**config.mk**
```make
export PLATFORM = sky130hd
export DESIGN_NAME = sgw_write_path
export DESIGN_NICKNAME = d
export VERILOG_FILES = /design/src/rtl/sgw_pkg.sv /design/src/rtl/sgw_cmd_decode.sv /design/src/rtl/sgw_regs.sv /design/src/rtl/sgw_merge.sv /design/src/rtl/sgw_write_path.sv
export SDC_FILE = /design/constraint.sdc
export NUM_CORES = 1
export LEC_CHECK = 0
export BUFFER_PORTS_ARGS = -buffer_cell sky130_fd_sc_hd__buf_2
export CORE_MARGIN = 2
export CORE_UTILIZATION = 45
export DETAILED_ROUTE_END_ITERATION = 8
export HOLD_SLACK_MARGIN = 0.08
export PLACE_DENSITY = 0.73
export SYNTH_ARGS = -nofsm -noshare
export SYNTH_HDL_FRONTEND = slang
export SYNTH_SLANG_ARGS = --single-unit
```
**constraint.sdc**
```tcl
create_clock -name clk -period 4.7 [get_ports clk]
set_input_delay 0.94 -clock clk [delete_from_list [all_inputs] [get_ports clk]]
set_output_delay 0.94 -clock clk [all_outputs]
set_load 0.005 [all_outputs]
```
**src/rtl/sgw_pkg.sv**
```systemverilog
// Shared types for the graphics write datapath.
// Assumes active-low command strobes sampled on the rising clock edge.
package sgw_pkg;

    typedef enum logic [2:0] {
        SGW_NOP,
        SGW_ACT,
        SGW_RD,
        SGW_WR,
        SGW_MODE,
        SGW_PRE,
        SGW_REF
    } sgw_cmd_e;

endpackage

```
**src/rtl/sgw_cmd_decode.sv**
```systemverilog
// Command decoder: turns the strobe pins into one command code plus
// qualified flags for the register and merge stages.
// Assumes cs_n high deselects the device; purely combinational.
module sgw_cmd_decode
    import sgw_pkg::*;
(
    input  logic     cs_n,
    input  logic     ras_n,
    input  logic     cas_n,
    input  logic     we_n,
    input  logic     dsf,
    output sgw_cmd_e cmd,
    output logic     is_write,
    output logic     is_block,
    output logic     is_special_load,
    output logic     is_activate
);

    // Map strobe pattern to a command; deselect maps to no-operation.
    always_comb begin
        cmd = SGW_NOP;
        if (!cs_n) begin
            unique case ({ras_n, cas_n, we_n})
                3'b011:  cmd = SGW_ACT;
                3'b101:  cmd = SGW_RD;
                3'b100:  cmd = SGW_WR;
                3'b000:  cmd = SGW_MODE;
                3'b010:  cmd = SGW_PRE;
                3'b001:  cmd = SGW_REF;
                default: cmd = SGW_NOP;
            endcase
        end
    end

    // Qualify the commands that this datapath acts on.
    always_comb begin
        is_write        = (cmd == SGW_WR);
        is_block        = (cmd == SGW_WR) && dsf;
        is_special_load = (cmd == SGW_MODE) && dsf;
        is_activate     = (cmd == SGW_ACT);
    end

endmodule

```
**src/rtl/sgw_regs.sv**
```systemverilog
// Special registers: the per-bit mask, the fill color and one
// write-per-bit flag per bank.
// Assumes only one command per cycle, so a load never meets a write.
module sgw_regs #(
    parameter int DATA_W  = 32,
    parameter int NBANKS  = 2,
    parameter int BANK_W  = 1
) (
    input  logic              clk,
    input  logic              rst_n,
    input  logic              load_en,
    input  logic              load_color,
    input  logic [DATA_W-1:0] load_value,
    input  logic              act_en,
    input  logic [BANK_W-1:0] act_bank,
    input  logic              act_dsf,
    output logic [DATA_W-1:0] mask_q,
    output logic [DATA_W-1:0] color_q,
    output logic [NBANKS-1:0] wpb_q
);

    // Mask register: reset to all ones, reloaded only by a special load.
    always_ff @(posedge clk) begin
        if (!rst_n)
            mask_q <= '1;
        else if (load_en && !load_color)
            mask_q <= load_value;
    end

    // Color register: reset to zero, reloaded only by a special load.
    always_ff @(posedge clk) begin
        if (!rst_n)
            color_q <= '0;
        else if (load_en && load_color)
            color_q <= load_value;
    end

    // One write-per-bit flag per bank, set or cleared by an activate.
    for (genvar b = 0; b < NBANKS; b++) begin : g_bank
        always_ff @(posedge clk) begin
            if (!rst_n)
                wpb_q[b] <= 1'b0;
            else if (act_en && (act_bank == BANK_W'(b)))
                wpb_q[b] <= act_dsf;
        end
    end

endmodule

```
**src/rtl/sgw_merge.sv**
```systemverilog
// Merge stage: builds the data word, bit enables and column enables
// for one write and registers them as the output strobe.
// Assumes BLK_COLS is a power of two no wider than the data bus.
module sgw_merge #(
    parameter int DATA_W   = 32,
    parameter int BYTE_W   = 8,
    parameter int COL_W    = 8,
    parameter int BLK_COLS = 8,
    parameter int NBANKS   = 2,
    parameter int BANK_W   = 1
) (
    input  logic                clk,
    input  logic                rst_n,
    input  logic                wr_en,
    input  logic                blk_en,
    input  logic [BANK_W-1:0]   bank,
    input  logic [COL_W-1:0]    col,
    input  logic [DATA_W/BYTE_W-1:0] dqm,
    input  logic [DATA_W-1:0]   wdata,
    input  logic [DATA_W-1:0]   mask_q,
    input  logic [DATA_W-1:0]   color_q,
    input  logic [NBANKS-1:0]   wpb_q,
    output logic                wr_valid,
    output logic [BANK_W-1:0]   wr_bank,
    output logic [COL_W-1:0]    wr_col,
    output logic [BLK_COLS-1:0] wr_col_en,
    output logic [DATA_W-1:0]   wr_data,
    output logic [DATA_W-1:0]   wr_bit_en
);

    localparam int LANES   = DATA_W / BYTE_W;
    localparam int ALIGN_W = $clog2(BLK_COLS);

    logic [DATA_W-1:0]   byte_en;
    logic [DATA_W-1:0]   bit_en_d;
    logic [DATA_W-1:0]   data_d;
    logic [BLK_COLS-1:0] col_en_d;
    logic [COL_W-1:0]    col_d;
    logic                wpb_sel;

    // Expand each lane mask into a run of bit enables.
    for (genvar i = 0; i < LANES; i++) begin : g_lane
        assign byte_en[i*BYTE_W +: BYTE_W] = {BYTE_W{~dqm[i]}};
    end

    // Pick data, columns and bit enables for a normal or block write.
    always_comb begin
        wpb_sel  = wpb_q[bank];
        bit_en_d = byte_en & (wpb_sel ? mask_q : {DATA_W{1'b1}});
        if (blk_en) begin
            data_d   = color_q;
            col_en_d = wdata[BLK_COLS-1:0];
            col_d    = {col[COL_W-1:ALIGN_W], {ALIGN_W{1'b0}}};
        end else begin
            data_d   = wdata;
            col_en_d = BLK_COLS'(1) << col[ALIGN_W-1:0];
            col_d    = col;
        end
    end

    // Output register: one strobe per accepted write.
    always_ff @(posedge clk) begin
        if (!rst_n) begin
            wr_valid  <= 1'b0;
            wr_bank   <= '0;
            wr_col    <= '0;
            wr_col_en <= '0;
            wr_data   <= '0;
            wr_bit_en <= '0;
        end else begin
            wr_valid <= wr_en;
            if (wr_en) begin
                wr_bank   <= bank;
                wr_col    <= col_d;
                wr_col_en <= col_en_d;
                wr_data   <= data_d;
                wr_bit_en <= bit_en_d;
            end
        end
    end

endmodule

```
**src/rtl/sgw_write_path.sv**
```systemverilog
// Top of the graphics write datapath: decodes commands, holds the
// mask and color registers, and issues merged column write strobes.
// Assumes the array behind it accepts one strobe per cycle.
module sgw_write_path
    import sgw_pkg::*;
#(
    parameter int DATA_W   = 32,
    parameter int BYTE_W   = 8,
    parameter int COL_W    = 8,
    parameter int BLK_COLS = 8,
    parameter int BANK_W   = 1,
    parameter int KEY_BIT  = 5,
    localparam int LANES   = DATA_W / BYTE_W,
    localparam int NBANKS  = 1 << BANK_W
) (
    input  logic                clk,
    input  logic                rst_n,
    input  logic                cs_n,
    input  logic                ras_n,
    input  logic                cas_n,
    input  logic                we_n,
    input  logic                dsf,
    input  logic [BANK_W-1:0]   bank,
    input  logic [COL_W-1:0]    addr,
    input  logic [LANES-1:0]    dqm,
    input  logic [DATA_W-1:0]   wdata,
    output logic                wr_valid,
    output logic [BANK_W-1:0]   wr_bank,
    output logic [COL_W-1:0]    wr_col,
    output logic [BLK_COLS-1:0] wr_col_en,
    output logic [DATA_W-1:0]   wr_data,
    output logic [DATA_W-1:0]   wr_bit_en
);

    sgw_cmd_e          cmd;
    logic              is_write;
    logic              is_block;
    logic              is_special_load;
    logic              is_activate;
    logic [DATA_W-1:0] mask_q;
    logic [DATA_W-1:0] color_q;
    logic [NBANKS-1:0] wpb_q;

    sgw_cmd_decode u_dec (
        .cs_n            (cs_n),
        .ras_n           (ras_n),
        .cas_n           (cas_n),
        .we_n            (we_n),
        .dsf             (dsf),
        .cmd             (cmd),
        .is_write        (is_write),
        .is_block        (is_block),
        .is_special_load (is_special_load),
        .is_activate     (is_activate)
    );

    sgw_regs #(
        .DATA_W (DATA_W),
        .NBANKS (NBANKS),
        .BANK_W (BANK_W)
    ) u_regs (
        .clk        (clk),
        .rst_n      (rst_n),
        .load_en    (is_special_load),
        .load_color (addr[KEY_BIT]),
        .load_value (wdata),
        .act_en     (is_activate),
        .act_bank   (bank),
        .act_dsf    (dsf),
        .mask_q     (mask_q),
        .color_q    (color_q),
        .wpb_q      (wpb_q)
    );

    sgw_merge #(
        .DATA_W   (DATA_W),
        .BYTE_W   (BYTE_W),
        .COL_W    (COL_W),
        .BLK_COLS (BLK_COLS),
        .NBANKS   (NBANKS),
        .BANK_W   (BANK_W)
    ) u_merge (
        .clk       (clk),
        .rst_n     (rst_n),
        .wr_en     (is_write),
        .blk_en    (is_block),
        .bank      (bank),
        .col       (addr),
        .dqm       (dqm),
        .wdata     (wdata),
        .mask_q    (mask_q),
        .color_q   (color_q),
        .wpb_q     (wpb_q),
        .wr_valid  (wr_valid),
        .wr_bank   (wr_bank),
        .wr_col    (wr_col),
        .wr_col_en (wr_col_en),
        .wr_data   (wr_data),
        .wr_bit_en (wr_bit_en)
    );

endmodule

```
; ---- Word level (Yosys, flattened, before mapping)
; Index checks and enable logic that the tools add are counted.
[word_totals]
inputBits = 52
elab_cells = 42
output_inout_bits = 82
ff_bits = 148
[op_classes]
shift = 1
reduce_logical = 8
n_eq_ne = 8
muxes = 8
n_lt_le_gt_ge = 1
n_bitwise = 6
[ops]
columns = operator, count
row1 = $mux W32, 2
row2 = $and A32 B32 Y32, 1
row3 = $pmux W3 S6, 1
row4 = $eq A3 B2 Y1 const B, 3
row5 = $eq A3 B3 Y1 const B, 3
row6 = $mux W8, 1
row7 = $shl A1 B3 Y8 const A, 1
row8 = $eq A3 B1 Y1 const B, 2
row9 = $logic_and A1 B1 Y1, 6
row10 = $mux W3, 2
row11 = $not A1 Y1, 5
row12 = $logic_not A3 Y1, 1
row13 = $lt A1 B2 Y1 const B, 1
row14 = $mux W1, 2
row15 = $logic_not A1 Y1, 1

; ---- Logic depth before layout (Yosys ltp)
[logic_depth]
depth_word = 6
ltp_mapped = 5
depth_no_buf = 3

; ---- Cells and area by module
; From an unflattened synthesis, not the netlist that was laid out.
[unflattened]
hier_cells = 685
hier_area_um2 = 6486.2
[modules_own_cells]
columns = module, cells_each, area_per_inst_um2, n_inst
row1 = sgw_merge, 375, 3611.0, 1
row2 = sgw_regs, 299, 2801.4, 1
row3 = sgw_cmd_decode, 11, 73.8, 1

; ---- Least setup slack after synthesis
; No wires, ideal clock.
[synth_path]
path_kind = input port to flip-flop
start = input port cs_n
end = register u_regs.mask_q[10]
setup_time_ps = 72
arrival_ps = 2124
n_path_buf = 1
setup_slack_ps = 2504
required_time_ps = 4628
stages = 4
path_cell_list = or3_4 > nor4b_4 > buf_6 > mux2i_1
[synth_via]
elab_chain_len = 4
[synth_lines]
columns = element, line_no
row1 = "start, declared", sgw_write_path.sv:18  ; input logic cs_n,
row2 = $mux W3, sgw_cmd_decode.sv:22  ; if (!cs_n) begin
row3 = $eq A3 B3 Y1, sgw_cmd_decode.sv:39  ; is_special_load = (cmd == SGW_MODE) && dsf;
row4 = $logic_and A1 B1 Y1, sgw_cmd_decode.sv:39
row5 = $logic_and A1 B1 Y1, sgw_regs.sv:26  ; else if (load_en && !load_color)
row6 = "end signal, assigned", sgw_regs.sv:27  ; mask_q <= load_value;
row7 = "end, declared", sgw_regs.sv:17  ; output logic [DATA_W-1:0] mask_q,
; No other way between the ends.
; A chain may end at the register's enable or synchronous reset.

; ---- Worst setup path after layout
[layout_path]
start = input port cs_n
end = register u_merge.wr_bit_en[17]
[layout_via]
elab_chain_len = 2
[layout_lines]
columns = element, line_no
row1 = $mux W3, sgw_cmd_decode.sv:22
row2 = $eq A3 B2 Y1, sgw_cmd_decode.sv:37  ; is_write = (cmd == SGW_WR);
row3 = "end signal, assigned", sgw_merge.sv:77  ; wr_bit_en <= bit_en_d;
row4 = "end, declared", sgw_merge.sv:28  ; output logic [DATA_W-1:0] wr_bit_en
; No other way between the ends.

==> metrics.csv <==
stage;metric;value;unit
detailed_routing;vias;5015;
pwr;power.leakage;0.00338;uW
clock_tree;cts.sink_count;148;
sta;max_freq;445;MHz
sta;slew_violations;0;
sta;hold_viol;0;
synth;synth_xor_area_share;0;%
job;max-cap-violations;0;
pwr;pwr-share-comb;6.6;%
layout;multi_input_area;3010;um^2
worst_setup_path;cp_top_family;simple AND/OR/NAND/NOR gates;
clock_tree;cts.repair.resized;0;
sta;finalSetupViolations;0;
synth;synth_fa_ha_area_share;0;%
die;die_x;121;um
layout;fin_nets;824;
layout;num_antenna_cells;0;
sta;min_period;2.25;ns
clock_tree;cts_buffers;17;
die;top_level_ports;134;
clock_tree;post-cts-setup-buffer-count;0;
detailed_routing;drt_iter0_markers;288;
die;start_util;46.5;%
placement;placed_cell_area;6930;um^2
layout;nFillCells;1188;
placement;gp_congestion;0.763;
worst_setup_path;crit_fanout;54;
pwr;switching_share;22.3;%
pwr;p_switching;618;uW
synth;ys_ff_latch;148;
sta;fin_skew;0.00549;ns
synth;syn_inst;666;
synth;postSynthAreaPerCell;9.32;um^2
worst_setup_path;cp.arrival;2.57;ns
sta;hold_ws;0.454;ns
layout;final_area;7500;um^2
worst_setup_path;crit_required;5.02;ns
global_routing;grt_pass1_wl;22900;um
worst_setup_path;max_stage_delay;0.50;ns
layout;seq_area;2960;um^2
detailed_routing;drc;0;
detailed_routing;ant_nets;0;
worst_setup_path;crit_chain;buf_2 > nor4b_4 > buf_4 > nand3b_1 > o21ai_0;
sta;timing.final.crit_share;47.8;%
placement;post-dp-hpwl;9220;um
layout;drive_above_1_share;22.4;%
clock_tree;htree_levels;4;
synth;yosysWarningCount;0;
worst_setup_path;r2r_setup_slack;3.17;ns
detailed_routing;wl;14300;um
sta;tightest_slew;0.999;ns
worst_setup_path;crit_path_end_kind;register;
clock_tree;max-clock-path-buffers;2;
synth;synthMuxAreaShare;16.0;%
min_path;hold_class;reg2reg;
pwr;clockPowerShare;46.9;%
sta;tns;0;ns
synth;synth_seq_area_share;47.7;%
synth;synth_top_family_by_area;simple AND/OR/NAND/NOR gates;
worst_setup_path;cp-start-kind;input port;
clock_tree;cts_root_buffer;clkbuf_16;
global_routing;antenna_found_initial;0;
sta;maxSlewHeadroom;32.0;%
die;placementRows;42;
detailed_routing;wire_per_inst;14.9;um
pwr;internal-power;2160;uW
global_routing;grt_max_degree;121;
die;core_area;13300;um^2
global_routing;grt_usage;19.9;%
worst_setup_path;crit_type;in2reg;
detailed_routing;viasPerCell;5.22;
clock_tree;clock_latency;0.42;ns
sta;rsz0062_at_grt;no;
global_routing;grt_overflow;0;
detailed_routing;first_pass_iters;5;
pwr;seq_power_share;46.5;%
layout;syn2layout_area_growth;20.8;%
synth;synth_nets;718;
clock_tree;ctsHoldBuffers;0;
clock_tree;clk_pin_slew_worst_paths;0.06;ns
placement;io_buffers;133;
pwr;power_density;370;nW/um^2
synth;synth-simple-area-share;21.4;%
worst_setup_path;slowest_stage;buf_4;
die;die_h;121;um
pwr;finalPower;2780;uW
global_routing;grt_pass1_vias;4588;
die;dieArea;14800;um^2
layout;final_core_utilization;56.2;%
synth;synth_compound_gate_area_share;10.8;%
synth;synth_cell_types;33;
outcome;status;complete, no violations;
clock_tree;cts_tree;yes;
synth;netlist_area;6210;um^2
worst_setup_path;cp.buffers_inverters;2;
pwr;ir_drop;0.208;mV
-- registers in the layout (all words and copies together), names as in the netlist --
name,cells
u_regs.color_q,32
u_merge.wr_bit_en,32
u_merge.wr_valid,1
u_regs.mask_q,32
u_merge.wr_bank,1
u_regs.wpb_q,2
u_merge.wr_col,8
u_merge.wr_data,32
u_merge.wr_col_en,8
-- cells in the final DEF (no fill, tap or decap), types with 2 or more instances in the layout --
master / Yosys / final
bufinv_16: 0 / 2
dfxtp_1: 148 / 148
a32oi_1: 2 / 2
nor2b_1: 64 / 64
clkbuf_8: 0 / 2
buf_4: 3 / 10
o211a_1: 32 / 32
nor4b_4: 1 / 2
clkinvlp_4: 0 / 3
clkbuf_16: 0 / 17
buf_2: 11 / 132
a21boi_0: 8 / 8
o21ai_0: 40 / 40
clkinv_2: 0 / 5
clkbuf_1: 33 / 2
nor4b_1: 2 / 2
nand2_1: 116 / 116
nand3_1: 32 / 32
a21oi_1: 12 / 12
nand3b_1: 6 / 6
nor2_1: 34 / 34
nor4bb_1: 2 / 2
mux2i_1: 99 / 98
-- logic make-up (layout without fill, tap and decap cells) --
family	after synthesis	after routing
muxes	99	99
buffers and inverters	56	174
DFF	148	148
and+or+nand+nor	267	267
AOI/OAI and AO/OA	96	96
-- metal layers --
metal	track usage [%]	vias to the layer above	wire (um)
met4	7.61	0	165
li1	-	2479	-
met2	32.2	141	6800
met1	25.2	2383	6510
met3	5.69	12	808
met5	0	-	0
-- power groups by stage --
| stage | registers, uW | logic, uW | clock network (uW) |
|---|---|---|---|
| final | 1290 | 183 | 1300 |
| after global placement | 1320 | 178 | 0 |
| after floorplan | 1320 | 107 | 0 |
| after CTS | 1290 | 184 | 1330 |
| after detailed placement | 1320 | 183 | 0 |
| after global routing | 1290 | 202 | 1390 |
-- Yosys cell counts --
cell,n,area [um^2]
dfxtp_1,148,2960
nand2_1,116,435
mux2i_1,99,991
nor2b_1,64,400
o21ai_0,40,200
nor2_1,34,128
clkbuf_1,33,124
nand3_1,32,160
o211a_1,32,320
a21oi_1,12,60.1
buf_2,11,55.1
a21boi_0,8,60.1
nand3b_1,6,45.0
buf_1,5,18.8
buf_4,3,22.5
buf_6,3,33.8
a32oi_1,2,17.5
nor4b_1,2,17.5
nor4bb_1,2,20.0
a21boi_1,1,7.51
a31oi_1,1,6.26
and2_1,1,6.26
and4b_1,1,10.0
inv_1,1,3.75
nand4_1,1,6.26
nand4b_1,1,8.76
nor3_4,1,16.3
nor4_1,1,6.26
nor4b_2,1,15.0
nor4b_4,1,23.8
or3_1,1,6.26
or3_4,1,11.3
or4b_1,1,10.0
-- stage by stage --
step,setup WS [ns],std cells
after CTS,2.47,960
after floorplan,2.50,666
after global routing,2.29,960
after detailed placement,2.05,929
after global placement,2.11,929
final,2.45,960
-- worst register-to-register path, delay by kind of cell (launching register included) --
kind	cells	cell delay, ns
compound gates	1	0.21
flops	1	0.33
mux	1	0.79
simple gates	1	0.12
-- area by class of cell --
type | count | area share (%)
clock buffer | 21 | 6.14
clock inverter | 10 | 1.43
inverter | 1 | 0.0500
multi-input combinational | 462 | 40.1
sequential | 148 | 39.5
tap | 176 | 2.94
timing repair buffer | 142 | 9.81
-- final timing paths --
kind / from / to / cells past startpoint
min: u_regs.color_q[2]$_SDFFE_PN0P_ / u_regs.color_q[2]$_SDFFE_PN0P_ / 2
max reg2reg: u_regs.wpb_q[0]$_SDFFE_PN0P_ / u_merge.wr_bit_en[18]$_SDFFE_PN0N_ / 3
min reg2reg: u_regs.color_q[2]$_SDFFE_PN0P_ / u_regs.color_q[2]$_SDFFE_PN0P_ / 2
max: cs_n / u_merge.wr_bit_en[17]$_SDFFE_PN0N_ / 5
No activity file was read; power rests on OpenSTA's default activity.
